<file path="config.mk">
export PLATFORM = sky130hd
export DESIGN_NAME = freq_meter
export DESIGN_NICKNAME = d
export VERILOG_FILES = /design/src/rtl/freq_meter_pkg.sv /design/src/rtl/fm_seq_divider.sv /design/src/rtl/fm_tick_window.sv /design/src/rtl/freq_meter.sv
export SDC_FILE = /design/constraint.sdc
export NUM_CORES = 2
export LEC_CHECK = 0
export BUFFER_PORTS_ARGS = -buffer_cell sky130_fd_sc_hd__buf_2
export CORE_MARGIN = 2
export CORE_UTILIZATION = 55
export DETAILED_ROUTE_END_ITERATION = 12
export PLACE_DENSITY = 0.77
export SYNTH_ARGS = -nofsm -noshare
export SYNTH_HDL_FRONTEND = slang
export SYNTH_SLANG_ARGS = --single-unit
export TNS_END_PERCENT = 5
</file>
<file path="constraint.sdc">
create_clock -name clk -period 12.3 [get_ports clk]
set_input_delay 1.23 -clock clk [delete_from_list [all_inputs] [get_ports clk]]
set_output_delay 1.23 -clock clk [all_outputs]
set_load 0.05 [all_outputs]
</file>
<file path="src/rtl/freq_meter_pkg.sv">
package freq_meter_pkg;
  typedef enum logic [1:0] {
    FM_IDLE,
    FM_DIV,
    FM_MEAS
  } fm_state_e;
endpackage

</file>
<file path="src/rtl/fm_seq_divider.sv">
// Restoring divider, one quotient bit per cycle.
module fm_seq_divider #(
  parameter int NUM_W = 64,
  parameter int DEN_W = 32
) (
  input  logic             clk,
  input  logic             rst,
  input  logic             load_i,
  input  logic [NUM_W-1:0] num_i,
  input  logic [DEN_W-1:0] den_i,
  output logic [NUM_W-1:0] quo_o,
  output logic             valid_o
);
  localparam int STEP_W = $clog2(NUM_W + 1);

  logic [NUM_W-1:0]  quo_q;
  logic [DEN_W-1:0]  rem_q;
  logic [DEN_W-1:0]  den_q;
  logic [STEP_W-1:0] step_q;
  logic              run_q;
  logic              valid_q;

  logic [DEN_W:0] rem_sh;
  logic [DEN_W:0] rem_sub;
  logic           fits;

  always_comb begin
    rem_sh  = {rem_q, quo_q[NUM_W-1]};
    fits    = rem_sh >= {1'b0, den_q};
    rem_sub = fits ? (rem_sh - {1'b0, den_q}) : rem_sh;
  end

  always_ff @(posedge clk) begin
    if (rst) begin
      quo_q   <= '0;
      rem_q   <= '0;
      den_q   <= '0;
      step_q  <= '0;
      run_q   <= 1'b0;
      valid_q <= 1'b0;
    end else begin
      valid_q <= 1'b0;
      if (load_i) begin
        quo_q  <= num_i;
        rem_q  <= '0;
        den_q  <= den_i;
        step_q <= STEP_W'(NUM_W);
        run_q  <= 1'b1;
      end else if (run_q) begin
        quo_q  <= {quo_q[NUM_W-2:0], fits};
        rem_q  <= rem_sub[DEN_W-1:0];
        step_q <= step_q - 1'b1;
        if (step_q == STEP_W'(1)) begin
          run_q   <= 1'b0;
          valid_q <= 1'b1;
        end
      end
    end
  end

  assign quo_o   = quo_q;
  assign valid_o = valid_q;
endmodule

</file>
<file path="src/rtl/fm_tick_window.sv">
// Captures the fast count on the first tick after arming, then counts ticks.
module fm_tick_window #(
  parameter int CNT_W     = 64,
  parameter int WIN_TICKS = 100
) (
  input  logic             clk,
  input  logic             rst,
  input  logic             arm_i,
  input  logic             ref_tick_i,
  input  logic [CNT_W-1:0] fast_cnt_i,
  output logic             end_o,
  output logic [CNT_W-1:0] delta_o
);
  localparam int LEFT_W = $clog2(WIN_TICKS + 1);

  logic              wait_q;
  logic              count_q;
  logic [LEFT_W-1:0] left_q;
  logic [CNT_W-1:0]  cap_q;

  always_ff @(posedge clk) begin
    if (rst) begin
      wait_q  <= 1'b0;
      count_q <= 1'b0;
      left_q  <= '0;
      cap_q   <= '0;
    end else if (arm_i) begin
      wait_q  <= 1'b1;
      count_q <= 1'b0;
    end else if (wait_q && ref_tick_i) begin
      cap_q   <= fast_cnt_i;
      left_q  <= LEFT_W'(WIN_TICKS);
      wait_q  <= 1'b0;
      count_q <= 1'b1;
    end else if (count_q && ref_tick_i) begin
      if (left_q == LEFT_W'(1)) count_q <= 1'b0;
      else                      left_q  <= left_q - 1'b1;
    end
  end

  assign end_o   = count_q && ref_tick_i && (left_q == LEFT_W'(1));
  assign delta_o = fast_cnt_i - cap_q;
endmodule

</file>
<file path="src/rtl/freq_meter.sv">
module freq_meter #(
  parameter int CNT_W     = 64,
  parameter int RATIO_W   = 32,
  parameter int REF_HZ    = 1000,
  parameter int WIN_DIV   = 10,
  parameter int KHZ_SCALE = 1000
) (
  input  logic               clk,
  input  logic               rst,
  input  logic               start_i,
  input  logic               ref_tick_i,
  input  logic [CNT_W-1:0]   fast_cnt_i,
  input  logic [RATIO_W-1:0] xtal_khz_i,
  input  logic [RATIO_W-1:0] ratio_num_i,
  input  logic [RATIO_W-1:0] ratio_den_i,
  output logic [CNT_W-1:0]   freq_o,
  output logic               done_o,
  output logic               busy_o
);
  import freq_meter_pkg::*;

  localparam int WIN_TICKS = REF_HZ / WIN_DIV;
  localparam int SCALE     = REF_HZ / WIN_TICKS;

  fm_state_e        state_q;
  logic             busy_q;
  logic             done_q;
  logic [CNT_W-1:0] freq_q;

  logic             accept;
  logic             use_ratio;
  logic [CNT_W-1:0] prod;
  logic [CNT_W-1:0] quo;
  logic             div_valid;
  logic             win_end;
  logic [CNT_W-1:0] delta;
  logic [CNT_W-1:0] scaled;

  assign accept    = start_i && !busy_q;
  assign use_ratio = (xtal_khz_i != '0) && (ratio_den_i != '0);
  assign prod      = CNT_W'(xtal_khz_i) * CNT_W'(KHZ_SCALE) * CNT_W'(ratio_num_i);
  assign scaled    = delta * CNT_W'(SCALE);

  fm_seq_divider #(
    .NUM_W(CNT_W),
    .DEN_W(RATIO_W)
  ) u_div (
    .clk    (clk),
    .rst    (rst),
    .load_i (accept && use_ratio),
    .num_i  (prod),
    .den_i  (ratio_den_i),
    .quo_o  (quo),
    .valid_o(div_valid)
  );

  fm_tick_window #(
    .CNT_W    (CNT_W),
    .WIN_TICKS(WIN_TICKS)
  ) u_win (
    .clk       (clk),
    .rst       (rst),
    .arm_i     (accept && !use_ratio),
    .ref_tick_i(ref_tick_i),
    .fast_cnt_i(fast_cnt_i),
    .end_o     (win_end),
    .delta_o   (delta)
  );

  always_ff @(posedge clk) begin
    if (rst) begin
      state_q <= FM_IDLE;
      busy_q  <= 1'b0;
      done_q  <= 1'b0;
      freq_q  <= '0;
    end else begin
      case (state_q)
        FM_IDLE: begin
          if (accept) begin
            busy_q  <= 1'b1;
            done_q  <= 1'b0;
            state_q <= use_ratio ? FM_DIV : FM_MEAS;
          end
        end
        FM_DIV: begin
          if (div_valid) begin
            freq_q  <= quo;
            done_q  <= 1'b1;
            busy_q  <= 1'b0;
            state_q <= FM_IDLE;
          end
        end
        FM_MEAS: begin
          if (win_end) begin
            freq_q  <= scaled;
            done_q  <= 1'b1;
            busy_q  <= 1'b0;
            state_q <= FM_IDLE;
          end
        end
        default: state_q <= FM_IDLE;
      endcase
    end
  end

  assign freq_o = freq_q;
  assign done_o = done_q;
  assign busy_o = busy_q;
endmodule

</file>
==> summary.md <==
| Metric | Value |
|---|---|
| Distinct cell type count of the synthesized netlist | `88` |
| Largest net degree at the start of global routing | `84` |
| DRT Pass-1 Iters | `6` |
| GRT overflow | `0` |
| I/O pins | `230` |
| Period minus WS final | `around 12,000 ps` |
| Root Driver | `clkbuf_16` |
| Input/output buffers | `approximately 230` |
| Initial antenna violation count | `3` |
| CP Class | `input pin to flip-flop` |
| Synth-to-layout area growth | `10.4%` |
| Synth warnings | `0` |
| Ys async rst share | `0%` |
| Crit path arrival time | `roughly 12,000 ps` |
| Crit-path max FO | `19` |
| Worst endpoint required time | `~13,000 ps` |
| Synth Instances | `between 7,000 and 8,000` |
| Dpl ws | `-665 ps` |
| Number of remaining DRC errors | `0` |
| CP max stage delay | `580 ps` |
| Post-route clock period utilization | `a little over nine tenths` |
| Post-synth EDFFs | `0` |
| Fmax | `approximately 0.083 GHz` |
| Post-synthesis average cell area | `between 8 and 9 sq um` |
| Final ANT Viol Nets | `0` |
| Final WS setup | `roughly 240 ps` |
| Rel. slew slack | `between 10% and 20%` |
| Share of layout cells above drive strength 1 | `approximately 11%` |
| RSZ-0062 raised after global routing | `true` |
| WL final | `177 mm` |
| CP max-delay cell | `fa_1` |
| Number of global-route vias before repair | `approximately 56,000` |
| Clk Latency, worst-skew pair | `580 ps` |
| Clock tree buffer depth | `3` |
| Synth cell count leaders | `inv_1, fa_1, nand2_1` |
| Most common cell in the synthesized netlist | `inv_1` |
| Fin. max-slew vios | `0` |
| Die Area | `roughly 120,000 sq um` |
| Max Cap Viol | `0` |
| Reg2reg setup slack | `about 5000 ps` |
| Cell accounting for the most synthesized area | `fa_1` |
| Status | `finished clean` |
| Critical Path Source Type | `input pin` |
| Final Hold Fails | `0` |
| Seq cells post-synth | `277` |
| Most frequent CP cell | `fa_1` |
| CTS Sinks | `around 280` |
| Tot GR Track Use | `a little over 30%` |
| Die height | `between 300 and 400 microns` |
| Setup TNS | `0 ps` |
| Sequential fraction of the synthesis area | `under 10%` |
| TritonCTS clock tree | `done` |
| H-tree levels | `1` |
| Skew final | `around 16 ps` |
| Final setup viols | `0` |
| Worst-Margin Slew | `1230 ps` |
| Drt via density | `5.66` |
| Initial DRC Count | `around 3,800` |
| Synthesized cell area | `63,800 sq um` |
| First-pass GRT wire length | `about 290 mm` |
| Total number of vias | `approximately 53,000` |
| Hold buffers post-CTS | `0` |
| Util after Layout | `approximately three fifths` |
| Fin nets | `~9,600` |
| Die X | `~340 microns` |
| Post-Syn Nets | `approximately 9,300` |
| Wire per inst | `19.0 microns` |
| GPL Wtd Cong | `0.948` |
| Initial Util | `around 56%` |
| Share of the synthesized area in the top cell type | `around 37%` |
| Hold crit path type | `flip-flop to flip-flop` |
| Core area | `about 110,000 sq um` |
| Detailed placement HPWL | `~140 mm` |
| Synth Flop Type | `dfxtp_1` |
| Clock slew at reported path FFs | `60 ps` |
| Total CTS buffers | `28` |
| Num rows | `between 100 and 150` |
| Top post-synthesis cells by area | `fa_1, ha_1, dfxtp_1` |
| # fillers | `between 9,000 and 10,000` |
| CP Capture Type | `flip-flop` |
[critical path, delay by kind of cell]
family / cells / cell delay (ps)
buffers and inverters: 12 / 1190
AOI/OAI and AO/OA: 12 / 2440
and+or+nand+nor: 3 / 760
muxes: 1 / 150
adders and majority gates: 14 / 6540
xor gates and xnor gates: 1 / 150
[path summary, 6_finish.rpt]
path	from	cells past startpoint	to
setup / recovery	xtal_khz_i[4]	43	u_div.quo_o[60]
hold / removal	u_win.cap_q[43]	2	u_win.cap_q[43]
setup reg to reg	u_win.cap_q[0]	27	freq_o[61]
hold reg to reg	u_win.cap_q[43]	2	u_win.cap_q[43]
[cells by family (layout without fill, tap and decap cells)]
kind of cell    Yosys count  after routing  share of synthesized area (%)
compound gates         1112           1112                           11.3
xor+xnor                234            234                           3.33
fa+ha+maj              1714           1714                           47.6
buf+inv                1827           2139                           10.8
flops                   277            277                           8.70
mux                     123            123                           1.94
other cells               0              3                              0
simple gates           2173           2173                           16.4
[what timing repair did]
item | 4_1_cts | 5_1_grt
gates resized for setup | 4 | 87
pin swaps | 1 | 62
gates cloned | 0 | 0
hold endpoints to repair | 0 | 0
setup endpoints to repair | 10 | 31
buffers inserted | 0 | 12
[cell type report]
class,instances,area (sq um),area share (%)
diodes,3,7.51,0.0107
inverters,1433,5380,7.65
well taps,1512,1890,2.69
flip-flops and latches,277,5550,7.88
repair buffers,656,4660,6.62
multi-input cells,5356,52000,73.9
clock inverters,11,133,0.188
clock buffers,39,772,1.10
[flip-flops by register name (all words and copies together), names as in the netlist]
| name | flops |
|---|---|
| u_div.quo_o | 64 |
| u_div.step_q | 7 |
| u_win.wait_q | 1 |
| u_div.valid_o | 1 |
| u_win.cap_q | 63 |
| u_div.run_q | 1 |
| u_div.rem_q | 32 |
| u_win.left_q | 7 |
| u_div.den_q | 32 |
| freq_o | 64 |
| u_win.count_q | 1 |
| state_q | 2 |
| busy_o | 1 |
| done_o | 1 |
[per-layer routing]
layer	wire length [microns]	up-vias	share of wire (%)	global-route usage, %
li1	-	23800	-	-
met1	69900	26300	40	38.4
met2	84200	1987	48	50.4
met3	13400	489	7.6	5.43
met4	8980	2	5.1	13.4
met5	11	-	0.0062	0
[stage by stage]
step | instance area, sq um | cells | hold slack, ps
2_1_floorplan | 63800 | 7460 | 436
3_3_place_gp | 68900 | 9222 | 441
3_5_place_dp | 68900 | 9222 | 447
4_1_cts | 69900 | 9272 | 455
5_1_grt | 70400 | 9286 | 472
6_report | 70400 | 9287 | 453
[placed cells by master, fill, tap and decap left out, drive strengths merged, types with 54 or more instances in the layout]
cell / count
nand2b: 54
xor2: 71
nand4: 55
xnor2: 158
fa: 1184
nand2: 996
mux2i: 118
and2: 547
nor3: 55
nor2: 249
ha: 530
dfxtp: 277
a21oi: 377
inv: 1434
a21o: 139
a211oi: 130
o21ai: 179
buf: 656
Power is left out: the tool's default activity adds up to more than one toggle a clock period on the data nets, which glitch-free logic cannot reach.
